### src/rtl/ctlbus_pkg.sv
package ctlbus_pkg;
  localparam int BYTE_W = 8;
  localparam int IDX_W  = 4;
  localparam int DEV_W  = 3;
  localparam int NREG   = (1 << IDX_W) - 2;

  localparam logic [IDX_W-1:0] IDX_SPECIAL = '0;
  localparam logic [IDX_W-1:0] IDX_EXTEND  = '1;

  typedef enum logic [1:0] {ST_HDR = 2'd0, ST_B2 = 2'd1, ST_B3 = 2'd2} pstate_t;
  typedef enum logic [1:0] {K_NORM = 2'd0, K_EXT = 2'd1, K_SRST = 2'd2, K_NOP = 2'd3} kind_t;

  typedef struct packed {
    logic             wr;
    logic [IDX_W-1:0] idx;
    logic [DEV_W-1:0] dev;
  } hdr_t;
endpackage

### src/rtl/ctlbus_hdr_decode.sv
module ctlbus_hdr_decode
  import ctlbus_pkg::*;
(
  input  logic [BYTE_W-1:0] hdr_byte,
  input  logic [DEV_W-1:0]  dev_addr,
  output kind_t             kind,
  output logic              hit,
  output logic              wr,
  output logic [IDX_W-1:0]  idx
);
  hdr_t h;
  assign h   = hdr_t'(hdr_byte);
  assign hit = (h.dev == dev_addr);
  assign wr  = h.wr;
  assign idx = h.idx;

  always_comb begin
    if (h.idx == IDX_EXTEND)       kind = K_EXT;
    else if (h.idx == IDX_SPECIAL) kind = h.wr ? K_SRST : K_NOP;
    else                           kind = K_NORM;
  end
endmodule

### src/rtl/ctlbus_seq.sv
module ctlbus_seq
  import ctlbus_pkg::*;
(
  input  logic              clk,
  input  logic              rst_n,
  input  logic [DEV_W-1:0]  dev_addr,
  input  logic              sof,
  input  logic              byte_vld,
  input  logic [BYTE_W-1:0] byte_data,
  output pstate_t           st,
  output kind_t             kind_q,
  output logic              hit_q,
  output logic              wr_q,
  output logic [BYTE_W-1:0] acc_addr,
  output logic              fin
);
  kind_t            dec_kind;
  logic             dec_hit, dec_wr;
  logic [IDX_W-1:0] dec_idx;

  ctlbus_hdr_decode u_dec (
    .hdr_byte(byte_data), .dev_addr(dev_addr),
    .kind(dec_kind), .hit(dec_hit), .wr(dec_wr), .idx(dec_idx)
  );

  pstate_t           st_q, st_d;
  logic [IDX_W-1:0]  idx_q;
  logic [BYTE_W-1:0] eidx_q;
  logic              hdr_en, eidx_en;

  always_comb begin
    hdr_en  = byte_vld && (sof || st_q == ST_HDR);
    eidx_en = byte_vld && !sof && st_q == ST_B2 && kind_q == K_EXT;
    fin     = byte_vld && !sof &&
              ((st_q == ST_B2 && kind_q != K_EXT) || st_q == ST_B3);
    st_d    = st_q;
    if (sof) begin
      st_d = byte_vld ? ST_B2 : ST_HDR;
    end else if (byte_vld) begin
      case (st_q)
        ST_HDR:  st_d = ST_B2;
        ST_B2:   st_d = (kind_q == K_EXT) ? ST_B3 : ST_HDR;
        default: st_d = ST_HDR;
      endcase
    end
  end

  always_ff @(posedge clk or negedge rst_n) begin
    if (!rst_n) begin
      st_q   <= ST_HDR;
      kind_q <= K_NOP;
      hit_q  <= 1'b0;
      wr_q   <= 1'b0;
      idx_q  <= '0;
      eidx_q <= '0;
    end else begin
      st_q <= st_d;
      if (hdr_en) begin
        kind_q <= dec_kind;
        hit_q  <= dec_hit;
        wr_q   <= dec_wr;
        idx_q  <= dec_idx;
      end
      if (eidx_en) eidx_q <= byte_data;
    end
  end

  assign st       = st_q;
  assign acc_addr = (kind_q == K_EXT) ? eidx_q : {{(BYTE_W-IDX_W){1'b0}}, idx_q};
endmodule

### src/rtl/ctlbus_regs.sv
module ctlbus_regs
  import ctlbus_pkg::*;
#(
  parameter int EXT_DEPTH = 32
) (
  input  logic              clk,
  input  logic              rst_n,
  input  logic              clr,
  input  logic              we,
  input  logic              ext,
  input  logic [BYTE_W-1:0] addr,
  input  logic [BYTE_W-1:0] wdata,
  output logic [BYTE_W-1:0] rdata
);
  logic [BYTE_W-1:0] nrm_q [NREG];
  logic [BYTE_W-1:0] ext_q [EXT_DEPTH];

  for (genvar i = 0; i < NREG; i++) begin : g_nrm
    logic en;
    assign en = clr || (we && !ext && addr == BYTE_W'(i + 1));
    always_ff @(posedge clk or negedge rst_n) begin
      if (!rst_n)  nrm_q[i] <= '0;
      else if (en) nrm_q[i] <= clr ? '0 : wdata;
    end
  end

  for (genvar j = 0; j < EXT_DEPTH; j++) begin : g_ext
    logic en;
    assign en = clr || (we && ext && addr == BYTE_W'(j));
    always_ff @(posedge clk or negedge rst_n) begin
      if (!rst_n)  ext_q[j] <= '0;
      else if (en) ext_q[j] <= clr ? '0 : wdata;
    end
  end

  always_comb begin
    rdata = '0;
    for (int i = 0; i < NREG; i++)
      if (!ext && addr == BYTE_W'(i + 1)) rdata = nrm_q[i];
    for (int j = 0; j < EXT_DEPTH; j++)
      if (ext && addr == BYTE_W'(j)) rdata = ext_q[j];
  end
endmodule

### src/rtl/ctlbus_cmd_parser.sv
module ctlbus_cmd_parser
  import ctlbus_pkg::*;
#(
  parameter int EXT_DEPTH = 32
) (
  input  logic              clk,
  input  logic              rst_n,
  input  logic [DEV_W-1:0]  dev_addr,
  input  logic              sof,
  input  logic              byte_vld,
  input  logic [BYTE_W-1:0] byte_data,
  output logic              rsp_vld,
  output logic [BYTE_W-1:0] rsp_data
);
  logic [1:0] rst_sync_q;
  logic       rst_sync_n;

  always_ff @(posedge clk or negedge rst_n) begin
    if (!rst_n) rst_sync_q <= 2'b00;
    else        rst_sync_q <= {rst_sync_q[0], 1'b1};
  end
  assign rst_sync_n = rst_sync_q[1];

  pstate_t           st_w;
  kind_t             kind_w;
  logic              hit_w, wr_w, fin_w;
  logic [BYTE_W-1:0] acc_addr, rdata;
  logic              data_cmd, do_wr, do_rd, do_clr;

  ctlbus_seq u_seq (
    .clk(clk), .rst_n(rst_sync_n), .dev_addr(dev_addr), .sof(sof),
    .byte_vld(byte_vld), .byte_data(byte_data), .st(st_w), .kind_q(kind_w),
    .hit_q(hit_w), .wr_q(wr_w), .acc_addr(acc_addr), .fin(fin_w)
  );

  assign data_cmd = (kind_w == K_NORM) || (kind_w == K_EXT);
  assign do_wr    = fin_w && hit_w && wr_w && data_cmd;
  assign do_rd    = fin_w && hit_w && !wr_w && data_cmd;
  assign do_clr   = fin_w && hit_w && kind_w == K_SRST;

  ctlbus_regs #(.EXT_DEPTH(EXT_DEPTH)) u_regs (
    .clk(clk), .rst_n(rst_sync_n), .clr(do_clr), .we(do_wr),
    .ext(kind_w == K_EXT), .addr(acc_addr), .wdata(byte_data), .rdata(rdata)
  );

  logic              rsp_vld_q;
  logic [BYTE_W-1:0] rsp_data_q;

  always_ff @(posedge clk or negedge rst_sync_n) begin
    if (!rst_sync_n) begin
      rsp_vld_q  <= 1'b0;
      rsp_data_q <= '0;
    end else begin
      rsp_vld_q <= do_rd;
      if (do_rd) rsp_data_q <= rdata;
    end
  end

  assign rsp_vld  = rsp_vld_q;
  assign rsp_data = rsp_data_q;
endmodule

### config.mk
export PLATFORM = sky130hd
export DESIGN_NAME = ctlbus_cmd_parser
export DESIGN_NICKNAME = d
export VERILOG_FILES = /design/src/rtl/ctlbus_pkg.sv /design/src/rtl/ctlbus_hdr_decode.sv /design/src/rtl/ctlbus_seq.sv /design/src/rtl/ctlbus_regs.sv /design/src/rtl/ctlbus_cmd_parser.sv
export SDC_FILE = /design/constraint.sdc
export NUM_CORES = 1
export LEC_CHECK = 0
export ABC_CLOCK_PERIOD_IN_PS = 15100
export BUFFER_PORTS_ARGS = -buffer_cell sky130_fd_sc_hd__buf_2
export CAP_MARGIN = 40
export CORE_ASPECT_RATIO = 1.2
export CORE_MARGIN = 4
export CORE_UTILIZATION = 50
export DETAILED_ROUTE_END_ITERATION = 8
export GPL_TIMING_DRIVEN = 1
export PLACE_DENSITY = 0.62
export SLEW_MARGIN = 15
export SYNTH_ARGS = -nofsm -noshare
export SYNTH_HDL_FRONTEND = slang
export SYNTH_SLANG_ARGS = --single-unit
export TNS_END_PERCENT = 30
### constraint.sdc
create_clock -name clk -period 15.1 [get_ports clk]
set_clock_uncertainty 0.05 [all_clocks]
set_input_delay 1.51 -clock clk [delete_from_list [all_inputs] [get_ports clk]]
set_output_delay 1.51 -clock clk [all_outputs]
set_load 0.005 [all_outputs]
### Word-level counts from Yosys, hierarchy flattened

Cells that the tools add are included.

| word-level totals | value |
|---|---|
| flip-flop bits (word level) | 397 |
| output and inout port bits | 9 |
| logic and storage cells | 312 |

| operators by class | value |
|---|---|
| equal/unequal tests | 38 |
| muxes and demuxes | 56 |
| reductions and logical operators | 163 |

Operator list:

| cell | count |
|---|---|
| 2-to-1 mux 8 bit | 48 |
| == test 8 x 5 -> 1 bit (second input constant) | 16 |
| logical AND 1 bit | 106 |
| == test 8 x 4 -> 1 bit (second input constant) | 8 |
| logical OR 1 bit | 49 |
| == test 8 x 3 -> 1 bit (second input constant) | 4 |
| == test 8 x 2 -> 1 bit (second input constant) | 2 |
| 2-to-1 mux 2 bit | 5 |
| == test 8 x 1 -> 1 bit (second input constant) | 1 |
| logical NOT 8 bit | 1 |
| == test 2 x 1 -> 1 bit (second input constant) | 2 |
| == test 2 bit (second input constant) | 2 |
| == test 4 bit (second input constant) | 1 |
| logical NOT 2 bit | 2 |
| logical NOT 4 bit | 1 |
| case mux 2 bit (2 select lines) | 1 |
| == test 3 bit | 1 |
| logical NOT 1 bit | 3 |
| 2-to-1 mux 1 bit | 2 |
| inequality test 2 x 1 -> 1 bit (second input constant) | 1 |
| nonzero test 2 bit | 1 |

### Longest topological paths before layout

Gate-level depths: netlist (run 1).

| depth | value |
|---|---|
| word-level depth | 50 |
| mapped depth | 14 |
| gate-level depth less buffers | 9 |

### Modules after synthesis

Synthesis (run 1) repeated with hierarchy kept, for this count alone.

| unflattened totals | value |
|---|---|
| cell total of the unflattened synthesis | 2495 |
| area total of the unflattened synthesis | 20913.8 um^2 |

Modules (own cells, without submodules):

| module | times used | cells an instance | area each (um^2) | sequential area each (um^2) |
|---|---|---|---|---|
| ctlbus_regs | 1 | 2399 | 19562.5 | 9208.8 |
| ctlbus_seq | 1 | 57 | 802.0 | 452.9 |
| ctlbus_cmd_parser | 1 | 26 | 450.4 | 275.3 |
| ctlbus_hdr_decode | 1 | 13 | 98.8 | 0.0 |

### Worst setup path before layout (run 1)

OpenSTA, ideal clock, no wires.

| timing | value |
|---|---|
| path kind | input port to flip-flop |
| start point | input byte_vld |
| end point | register rsp_data_q[4] (netlist: rsp_data[4]) |
| library setup time | 0.078 ns |
| arrival | 3.348 ns |
| path slack | 11.624 ns |
| cell stages on the path | 8 |
| buffers on the path | 0 |
| cells stage by stage | nor2b_1 -> nand2_1 -> or4_1 -> nor2_1 -> o21ai_1 -> or4_1 -> a221o_1 -> o21bai_1 |

| on the way | value |
|---|---|
| longest elaborated chain between the ends | 5 |

RTL lines:

| item | RTL line | source |
|---|---|---|
| start, declared | ctlbus_cmd_parser.sv:10 | `input logic byte_vld,` |
| logical AND 1 bit (2 in series) | ctlbus_seq.sv:34 | `fin = byte_vld && !sof &&` |
| logical AND 1 bit (3 in series) | ctlbus_cmd_parser.sv:38 | `assign do_rd = fin_w && hit_w && !wr_w && data_cmd;` |
| end signal, assigned | ctlbus_cmd_parser.sv:55 | `if (do_rd) rsp_data_q <= rdata;` |
| end, declared | ctlbus_cmd_parser.sv:47 | `logic [BYTE_W-1:0] rsp_data_q;` |

Every way passes these cells.
A chain may end at the register's enable or synchronous reset.

### Worst setup path in the final report (run 1)

| timing | value |
|---|---|
| start point | register u_seq.kind_q[1] |
| end point | register rsp_data_q[2] (netlist: rsp_data[2]) |

| on the way | value |
|---|---|
| longest elaborated chain between the ends | 50 |

RTL lines:

| item | RTL line | source |
|---|---|---|
| start, declared | ctlbus_seq.sv:11 | `output kind_t kind_q,` |
| start signal, assigned | ctlbus_seq.sv:59 | `kind_q <= dec_kind;` |
| == test 2 x 1 -> 1 bit | ctlbus_seq.sv:69, ctlbus_cmd_parser.sv:36, ctlbus_cmd_parser.sv:43 |  |
| 2-to-1 mux 8 bit | ctlbus_seq.sv:69 | `assign acc_addr = (kind_q == K_EXT) ? eidx_q : {{(BYTE_W-IDX_W){1'b0}}, idx_q};` |
| == test 8 x 1 -> 1 bit | ctlbus_regs.sv:39, ctlbus_regs.sv:41 |  |
| logical AND 1 bit | ctlbus_regs.sv:39 | `if (!ext && addr == BYTE_W'(i + 1)) rdata = nrm_q[i];` |
| 2-to-1 mux 8 bit (14 in series) | ctlbus_regs.sv:39 |  |
| 2-to-1 mux 8 bit (32 in series) | ctlbus_regs.sv:41 | `if (ext && addr == BYTE_W'(j)) rdata = ext_q[j];` |

Several ways; a longest one is shown, not always the timed one.

==> results of run 1 <==
-- power breakdown --
part	internal, W	leakage (nW)	switching [W]	total (W)
combinational	0.0000907	3.67	0.000258	0.000349
clock	0.000639	0.719	0.000457	0.00110
sequential	0.00109	5.50	0.0000311	0.00112
total	0.00182	9.89	0.000747	0.00256
-- sequential cells by signal, indices dropped and copies added, names as in the netlist --
signal	flops
rsp_vld	1
u_seq.idx_q	4
u_seq.hit_q	1
rsp_data	8
u_seq.st	2
u_regs.nrm_q	112
u_seq.eidx_q	8
rst_sync_q	2
u_regs.ext_q	256
u_seq.wr_q	1
u_seq.kind_q	2
-- layout make-up --
type | count | area, um2 | share of cell area [%]
Timing Repair Buffer | 72 | 616 | 2.77
Inverter | 8 | 30.0 | 0.135
Clock buffer | 65 | 1320 | 5.94
Sequential cell | 397 | 9940 | 44.7
Multi-Input combinational cell | 1808 | 9520 | 42.8
Tap cell | 533 | 667 | 3.00
Clock inverter | 14 | 143 | 0.641
-- per-stage QoR --
stage | power [W] | hold slack (ns) | cell area, um2
2_1_floorplan | 0.00132 | 0.281 | 20000
5_1_grt | 0.00264 | 0.244 | 22200
3_5_place_dp | 0.00147 | 0.216 | 20700
4_1_cts | 0.00256 | 0.221 | 22200
6_report | 0.00256 | 0.208 | 22200
3_3_place_gp | 0.00147 | 0.214 | 20600
-- worst min path at each step --
stage,from,end,slack (ns),depth (start not counted)
after floorplan,rst_sync_q[0],rst_sync_q[1],0.28,0
after global placement,rst_sync_q[1],u_regs.nrm_q[95],0.21,0
after detailed placement,rst_sync_q[1],u_regs.nrm_q[95],0.22,0
after CTS,rst_sync_q[1],u_seq.idx_q[3],0.22,0
after global routing,rst_sync_q[1],u_regs.nrm_q[44],0.24,0
final,rst_sync_q[1],u_regs.nrm_q[45],0.21,0
-- routing by layer --
layer  up-vias  track usage [%]
met1      9181             44.6
met3       279             6.49
met4         0             17.7
met2      1074             54.2
met5         -                0
li1       8190                -
-- cells in the mapped netlist, types with 6 or more instances --
library cell	number	share of area, %
o211ai_1	12	0.45
mux2i_1	91	4.5
o21ai_1	12	0.30
and3_1	10	0.31
o22ai_1	36	1.1
o221ai_1	20	0.87
a221o_1	6	0.30
or3_1	8	0.25
a21oi_1	342	8.5
mux2_2	19	1.1
or4_1	6	0.22
a222oi_1	6	0.30
dfrtp_1	395	49
nor2_1	221	4.1
buf_2	19	0.47
clkbuf_1	105	2.0
a22oi_1	37	1.4
buf_1	15	0.28
nand3_1	29	0.72
nand2b_1	10	0.31
nand4_1	12	0.37
nor2b_1	6	0.19
nand3_2	6	0.30
inv_1	7	0.13
nor3_1	25	0.62
a211oi_1	13	0.49
o21ai_0	71	1.8
a221oi_1	23	1.0
a31oi_1	9	0.28
o2111ai_1	6	0.26
nand2_1	674	13
-- worst max-delay path, stage by stage, from the launching register on --
cell and delay, ns:
dfstp_2 0.63, nand2b_1 0.26, buf_4 0.31, mux2i_1 0.83, buf_4 0.33, nor2_1 0.16
a21oi_1 0.20, nand2_1 0.08, a221oi_1 0.44, o211ai_1 0.24, nor4_1 0.67, o211ai_1 0.15
-- cell families (layout without fill, tap and decap cells) --
| kind of cell | Yosys count | count (layout) | synth area share (%) |
|---|---|---|---|
| AO/OA/AOI/OAI | 645 | 645 | 19.5 |
| AND/OR/NAND/NOR | 1043 | 1043 | 21.7 |
| multiplexers | 115 | 115 | 6.00 |
| other | 1 | 1 | 0.0187 |
| buffers and inverters | 150 | 159 | 3.02 |
| flip-flops | 397 | 397 | 49.6 |
| XOR/XNOR | 4 | 4 | 0.175 |
==> impl_metrics.csv, run 1 <==
group,metric,value,unit
status,status,"completed",
setup_path,r2r-end,"rsp_data[2]",
route,wl_per_cell,25.6,um
route,route.met2.wl,34500,um
final_layout,syn2layout_area_growth,11.0,%
clock_tree,cts_buffers,44,
place,place_ws,10.59,ns
synthesis,synth_enable_flop_cells,0,
place,dp.cells,2817,
die,fp.dieW,191,um
final_layout,fill_cells,3728,
final_layout,drive_gt1_share,8.67,%
timing,setup_viol,0,
route,vias,18700,
timing,worst_pin_slew,0.960,ns
timing,slew_violations,0,
power_and_ir_drop,cellPowerDensity,115,nW/um2
synthesis,synth-async-reset-ratio,100,%
final_layout,nets,2346,
synthesis,synth.ff_latch_count,397,
power_and_ir_drop,p_leak,9.89,nW
clock_tree,cts_resized,0,
setup_path,worstSetupPathType,"flop to flop",
run,maxCapViolations,0,
clock_tree,cts_setup_buffers,0,
synthesis,yosysWarnings,0,
clock_tree,cts_root_buffer,"clkbuf_16",
final_layout,final_cell_mix,"nand2_1 (674), dfrtp_1 (394), a21oi_1 (342), nor2_1 (221), mux2i_1 (91)",
min_path,hp-class,"flop to async pin",
route,drc,0,
clock_tree,cts_tree,"yes",
die,initial_core_util,50.5,%
place,gp_congestion,0.973,
timing,layout_setup_ws,10.61,ns
clock_tree,worstSkewPairLatency,0.59,ns
power_and_ir_drop,vdd_drop_max,0.0900,mV
setup_path,critPathMaxFanout,13,
synthesis,yosysUniqueCellTypes,82,
route,via_per_inst,6.46,
synthesis,syn_avg_cell_area,8.51,um2
route,dr_wl_met3,6660,um
final_layout,utilization,56.1,%
route,final_antenna_net_count,0,
timing,setup-tns-final,0,ns
setup_path,endpoint_kind,"flop",
setup_path,r2r_start,"u_seq.kind_q[1]",
clock_tree,clk_path_buf_depth,3,
die,die_area,43300,um2
final_layout,mostFrequentLayoutCell,"nand2_1",
global_route,grt_pass1_vias,18200,
route,firstDrtPassIters,6,
timing,finalCritPeriodShare,29.8,%
die,fp.dieH,227,um
timing,slew_headroom,34.2,%
global_route,grt_max_degree,161,
setup_path,cp_data_required_time,15.50,ns
die,num_rows,80,
setup_path,r2r_slack,10.61,ns
synthesis,netlist_area,20000,um2
clock_tree,cts.clk_slew.worst_paths,0.06,ns
timing,fin_crit,4.49,ns
route,met1_length,28400,um
synthesis,seq_area_frac_synth,49.6,%
synthesis,synth_top_flop_cell,"dfrtp_1",
timing,fmax,222,MHz
route,highest_layer,"met4",
route,drtIter0Drc,2131,
global_route,grtUsageTotal,34.0,%
timing,rsz0062_at_grt,"false",
global_route,antenna_found_initial,0,
die,ioPinCount,24,
timing,finalHoldViolCount,0,
route,finalWirelength,74200,um
global_route,grt-ovfl-total,0,
synthesis,syn_inst,2355,
setup_path,cp.arrival,4.89,ns
clock_tree,cts-htree-levels,2,
setup_path,critPathLaunchType,"flop",
die,core_area,39600,um2
setup_path,crit_path_start,"u_seq.kind_q[1]",
clock_tree,cts_sinks,397,
final_layout,n_antenna_cell,0,
final_layout,final_cells,2897,
setup_path,crit_end,"rsp_data[2]",
place,dp_hpwl,47700,um
place,port_buffers,23,
global_route,grt_pass1_wl,113000,um
synthesis,syn-num-nets,2370,
setup_path,rr_worst_depth,11,
clock_tree,postCtsHoldBufs,0,
Power figures use the tool's default switching activity.
==> inputs of run 2 (changes only) <==
- ABC_CLOCK_PERIOD_IN_PS: 15100 -> 3700
- PLACE_DENSITY: 0.62 -> 0.64
- clock period: 15.1 -> 3.7 ns (I/O delays scaled with it)
==> impl_metrics.csv, run 2 (synthesis results as in run 1) <==
group,metric,value,unit
global_route,grt-ovfl-total,0,
min_path,hp-class,"input port to flop",
route,finalWirelength,78600,um
setup_path,crit_family,"compound AO/OA/AOI/OAI gates",
setup_path,r2r-end,"rsp_data[7]",
route,via_per_inst,6.44,
die,die_area,43300,um2
die,core_area,39600,um2
place,placed_area,21300,um2
clock_tree,cts-htree-levels,2,
power_and_ir_drop,power.total,0.0107,W
final_layout,fill_cells,3710,
setup_path,critPathLaunchType,"flop",
route,final_antenna_net_count,0,
clock_tree,clk_path_buf_depth,3,
timing,finalHoldViolCount,0,
clock_tree,cts_tree,"yes",
setup_path,crit_slowest_cell,"dfstp_2",
timing,fin_crit,3.64,ns
final_layout,reg_top3,"u_regs.ext_q x256, u_regs.nrm_q x112",
final_layout,regMostFlops,"u_regs.ext_q",
die,initial_core_util,50.5,%
clock_tree,worstSkewPairLatency,0.58,ns
final_layout,mostFrequentLayoutCell,"nand2_1",
power_and_ir_drop,switching_share,28.1,%
setup_path,crit_path_start,"u_seq.kind_q[1]",
setup_path,cp_cell_sequence,"nand2b_1 > buf_4 > mux2_2 > buf_4 > o32ai_1 > o31ai_1 > o21ai_0 > a21oi_1 > o311ai_2 > a21oi_1",
clock_tree,cts_root_buffer,"clkbuf_16",
die,fp.dieH,227,um
setup_path,critPathBufInv,2,
power_and_ir_drop,pwr-share-seq,42.8,%
timing,slew_headroom,41.6,%
final_layout,nets,2414,
setup_path,worstSetupPathType,"flop to flop",
global_route,grtUsageTotal,36.1,%
setup_path,r2r_slack,0.06,ns
run,maxCapViolations,0,
die,num_rows,80,
die,ioPinCount,24,
setup_path,endpoint_kind,"flop",
route,firstDrtPassIters,6,
global_route,grt_pass1_vias,18900,
global_route,grt_pass1_wl,118000,um
timing,fin_hold_ws,0.0254,ns
power_and_ir_drop,vdd_drop_max,0.408,mV
place,dp_hpwl,54000,um
route,drtIter0Drc,2074,
setup_path,cp_data_required_time,4.10,ns
final_layout,drive_gt1_share,10.8,%
power_and_ir_drop,p_switching,0.00299,W
timing,layout_setup_ws,0.0596,ns
setup_path,cp.arrival,4.04,ns
final_layout,final_cell_mix,"nand2_1 (674), dfrtp_1 (394), a21oi_1 (342), nor2_1 (221), buf_4 (105)",
power_and_ir_drop,p_clk_share,42.6,%
power_and_ir_drop,p_leak,10.2,nW
route,wl_per_cell,26.5,um
place,place_ws,0.00934,ns
clock_tree,cts.clk_slew.worst_paths,0.06,ns
global_route,grt_max_degree,175,
timing,setup_viol,0,
route,drc,0,
setup_path,critPathMaxFanout,18,
setup_path,crit_end,"rsp_data[7]",
clock_tree,cts_sinks,397,
place,port_buffers,23,
setup_path,slowest_delay,0.62,ns
status,status,"completed",
power_and_ir_drop,cellPowerDensity,468,nW/um2
timing,fmax,275,MHz
final_layout,stdcell_area,22800,um2
timing,finalCritPeriodShare,98.4,%
route,vias,19100,
setup_path,rr_worst_depth,10,
final_layout,syn2layout_area_growth,13.6,%
clock_tree,cts_buffers,43,
final_layout,utilization,57.4,%
setup_path,r2r_start,"u_seq.kind_q[1]",
setup_path,worst-path-stages,10,
timing,rsz0062_at_grt,"true",
clock_tree,cts_setup_buffers,0,
timing,slew_violations,0,
timing,worst_pin_slew,0.876,ns
final_layout,largest_reg_flops,256,
power_and_ir_drop,p_comb_share,14.6,%
die,fp.dieW,191,um
global_route,antenna_found_initial,1,
power_and_ir_drop,p_int,0.00766,W
place,gp_congestion,1.05,
-- run 2: cell count changes in the layout (fill, tap and decap cells not counted), moves of 4 or more --
cell,before,now
clkbuf_1,7,12
buf_12,3,10
buf_16,5,0
buf_4,39,105
clkbuf_8,14,9
clkinv_2,7,3
-- run 2: worst min-delay path by stage --
stage | start | endpoint | depth (start not counted)
final | byte_vld | u_seq.st[0] | 4
after global routing | byte_vld | u_seq.st[1] | 4
after CTS | byte_vld | u_seq.st[0] | 4
after detailed placement | rst_n | rst_sync_q[0] | 1
after global placement | rst_n | rst_sync_q[0] | 1
after floorplan | rst_n | rst_sync_q[0] | 0
-- run 2: what timing repair did --
action	in CTS	in global routing
hold endpoints to repair	2	0
endpoints found under the setup margin	0	4
gates resized for setup	0	5
hold buffers	1	0
-- run 2: stage by stage --
| step | cells | setup TNS, ns |
|---|---|---|
| final | 2962 | 0 |
| after global placement | 2884 | -0.0296 |
| after CTS | 2961 | 0 |
| after detailed placement | 2886 | 0 |
| after global routing | 2961 | -0.0512 |
| after floorplan | 2355 | -98.48 |
-- run 2: power by group through the flow --
stage	Sequential, W	Clock (W)	Combinational [W]
after floorplan	0.00463	0	0.000748
after global placement	0.00463	0	0.00151
after detailed placement	0.00463	0	0.00151
after CTS	0.00455	0.00459	0.00152
after global routing	0.00456	0.00475	0.00162
final	0.00456	0.00454	0.00156
-- run 2: metal layers --
metal / wire length [um] / vias up / global-route usage (%)
li1: - / 8313 / -
met4: 5470 / 0 / 20.4
met1: 30400 / 9482 / 45.4
met5: 0 / - / 0
met3: 5670 / 295 / 6.83
met2: 37100 / 975 / 58.9
-- run 2: worst min-delay path, delay by kind of cell --
family / cells / cell delay (ns)
simple gates: 3 / 0.16
buf+inv: 1 / 0.10
-- run 2: cell type report --
cell class | instances | area [um2] | area share [%]
clock buffer | 66 | 1290 | 5.69
timing repair buffer | 141 | 1130 | 4.96
multi-input combinational | 1808 | 9530 | 41.9
inverter | 8 | 30.0 | 0.132
clock inverter | 8 | 165 | 0.726
tap | 533 | 667 | 2.93
sequential | 397 | 9940 | 43.7
antenna | 1 | 2.50 | 0.0110
==> inputs of run 3 (changes only) <==
--- a/config.mk
+++ b/config.mk
@@ -13,2 +13,3 @@
 export CORE_UTILIZATION = 50
+export CTS_BUF_LIST = sky130_fd_sc_hd__clkbuf_8
 export DETAILED_ROUTE_END_ITERATION = 8
--- a/constraint.sdc
+++ b/constraint.sdc
@@ -4,2 +4,2 @@
 set_output_delay 0.37 -clock clk [all_outputs]
-set_load 0.005 [all_outputs]
+set_load 0.05 [all_outputs]
==> impl_metrics.csv, run 3 (synthesis results as in run 1) <==
group,metric,value,unit
clock_tree,cts-htree-levels,3,
timing,worst_pin_slew,0.906,ns
setup_path,r2r_start,"u_seq.kind_q[0]",
timing,finalHoldViolCount,0,
final_layout,largest_reg_flops,256,
timing,setup_viol,0,
setup_path,r2r_slack,0.08,ns
route,final_antenna_net_count,0,
route,finalWirelength,79000,um
global_route,antenna_found_initial,0,
setup_path,critPathBufInv,4,
die,fp.dieW,191,um
die,die_area,43300,um2
place,dp_hpwl,54000,um
clock_tree,cts_buffers,69,
setup_path,worst-path-stages,13,
place,placed_area,21300,um2
final_layout,fill_cells,3730,
clock_tree,cts.clk_slew.worst_paths,0.06,ns
global_route,grt-ovfl-total,0,
route,firstDrtPassIters,7,
global_route,grt_max_degree,175,
clock_tree,cts_root_buffer,"clkbuf_8",
min_path,hp-class,"input port to flop",
setup_path,cp_data_required_time,4.19,ns
clock_tree,cts_tree,"yes",
setup_path,critPathLaunchType,"flop",
run,maxCapViolations,0,
final_layout,reg_top3,"u_regs.ext_q x256, u_regs.nrm_q x112",
global_route,grtUsageTotal,36.4,%
power_and_ir_drop,p_leak,10.3,nW
final_layout,nets,2446,
status,status,"completed",
global_route,grt_pass1_wl,119000,um
timing,slew_violations,0,
power_and_ir_drop,cellPowerDensity,456,nW/um2
timing,slew_headroom,39.6,%
route,via_per_inst,6.35,
final_layout,n_antenna_cell,0,
clock_tree,worstSkewPairLatency,0.68,ns
setup_path,critPathMaxFanout,18,
place,port_buffers,23,
final_layout,layout.area.seq,9940,um2
setup_path,slowest_delay,0.63,ns
setup_path,cp.arrival,4.10,ns
clock_tree,clk_path_buf_depth,3,
die,core_area,39600,um2
timing,fmax,277,MHz
setup_path,rr_worst_depth,13,
final_layout,stdcell_area,22800,um2
setup_path,cp_cell_sequence,"nor2b_2 > buf_4 > o21ai_2 > buf_12 > a211o_1 > a221oi_1 > buf_4 > a211oi_1 > a2111oi_0 > o21ai_1 > a31oi_1 > buf_4 > o41ai_1",
setup_path,crit_end,"rsp_data[3]",
route,vias,19200,
final_layout,regMostFlops,"u_regs.ext_q",
setup_path,crit_path_start,"u_seq.kind_q[0]",
final_layout,syn2layout_area_growth,13.6,%
setup_path,worst_path_most_repeated_cell,"buf_4",
final_layout,final_cell_mix,"nand2_1 (674), dfrtp_1 (394), a21oi_1 (342), nor2_1 (221), buf_4 (107)",
route,drc,0,
final_layout,mostFrequentLayoutCell,"nand2_1",
setup_path,crit_slowest_cell,"dfstp_2",
clock_tree,cts_sinks,397,
final_layout,drive_gt1_share,12.1,%
setup_path,worstSetupPathType,"flop to flop",
die,ioPinCount,24,
route,drtIter0Drc,2067,
setup_path,r2r-end,"rsp_data[3]",
die,initial_core_util,50.5,%
die,num_rows,80,
setup_path,crit_family,"compound AO/OA/AOI/OAI gates",
place,place_ws,0.00934,ns
die,fp.dieH,227,um
timing,layout_setup_ws,0.0839,ns
timing,rsz0062_at_grt,"true",
global_route,grt_pass1_vias,19000,
final_layout,utilization,57.4,%
route,wl_per_cell,26.2,um
timing,finalCritPeriodShare,97.7,%
timing,fin_crit,3.62,ns
setup_path,endpoint_kind,"flop",
place,gp_congestion,1.05,
final_layout,multi_input_area,9530,um2
power_and_ir_drop,vdd_drop_max,0.313,mV
## run 3: cell count changes in the layout (fill, tap and decap cells not counted)
cell / change
buf_4: +2
buf_6: -1
bufinv_16: -3
clkbuf_1: -12
clkbuf_16: -45
clkbuf_8: +78
clkinv_2: +2
clkinvlp_4: +5
diode_2: -1
dlygate4sd3_1: +5
inv_1: +23
## run 3: final cells by class
class / instances / share of cell area (%)
clock buffers: 87 / 5.26
clock inverters: 35 / 0.918
inverters: 8 / 0.132
multi-input cells: 1808 / 41.9
flip-flops and latches: 397 / 43.7
well taps: 533 / 2.93
repair buffers: 147 / 5.19
## run 3: layer usage
layer | vias up | track usage, % | wire, um
met3 | 293 | 7.38 | 5750
met2 | 1000 | 58.7 | 37000
met1 | 9464 | 45.7 | 30700
li1 | 8396 | - | -
met5 | - | 0 | 0
met4 | 0 | 21.7 | 5570
## run 3: how the worst min path moves through the flow
| stage | startpoint | endpoint | slack, ns | cells after the start |
|---|---|---|---|---|
| floorplan | rst_n | rst_sync_q[0] | 0.02 | 0 |
| global placement | rst_n | rst_sync_q[0] | 0.11 | 1 |
| detailed placement | rst_n | rst_sync_q[0] | 0.11 | 1 |
| CTS | byte_data[1] | u_regs.ext_q[9] | 0.08 | 3 |
| global route | byte_data[1] | u_regs.ext_q[9] | 0.10 | 3 |
| finish | byte_data[1] | u_regs.ext_q[65] | 0.11 | 3 |
## run 3: timing repair
action / 4_1_cts / 5_1_grt
pin swaps: 0 / 1
hold endpoints to repair: 5 / 0
gates resized for setup: 1 / 3
setup buffers: 0 / 1
hold buffers: 6 / 0
setup endpoints to repair: 1 / 4
## run 3: where the power goes
part	leakage [nW]	internal [W]	switching, W
registers	5.50	0.00444	0.000120
clock network	0.797	0.00225	0.00190
logic	4.03	0.000486	0.00117
total	10.3	0.00718	0.00319
## run 3: tightest hold or removal path, cell delays in order
cell	delay, ns
buf_2	0.25
nand2_1	0.11
a21oi_1	0.06
## run 3: per-stage QoR
step | hold WS [ns] | instances | setup TNS, ns | total power, W
final | 0.108 | 3015 | 0 | 0.0104
after global placement | 0.105 | 2884 | -0.0296 | 0.00624
after CTS | 0.0760 | 3014 | 0 | 0.0104
after global routing | 0.103 | 3015 | -0.00499 | 0.0107
after detailed placement | 0.107 | 2886 | 0 | 0.00624
after floorplan | 0.0244 | 2355 | -98.48 | 0.00547
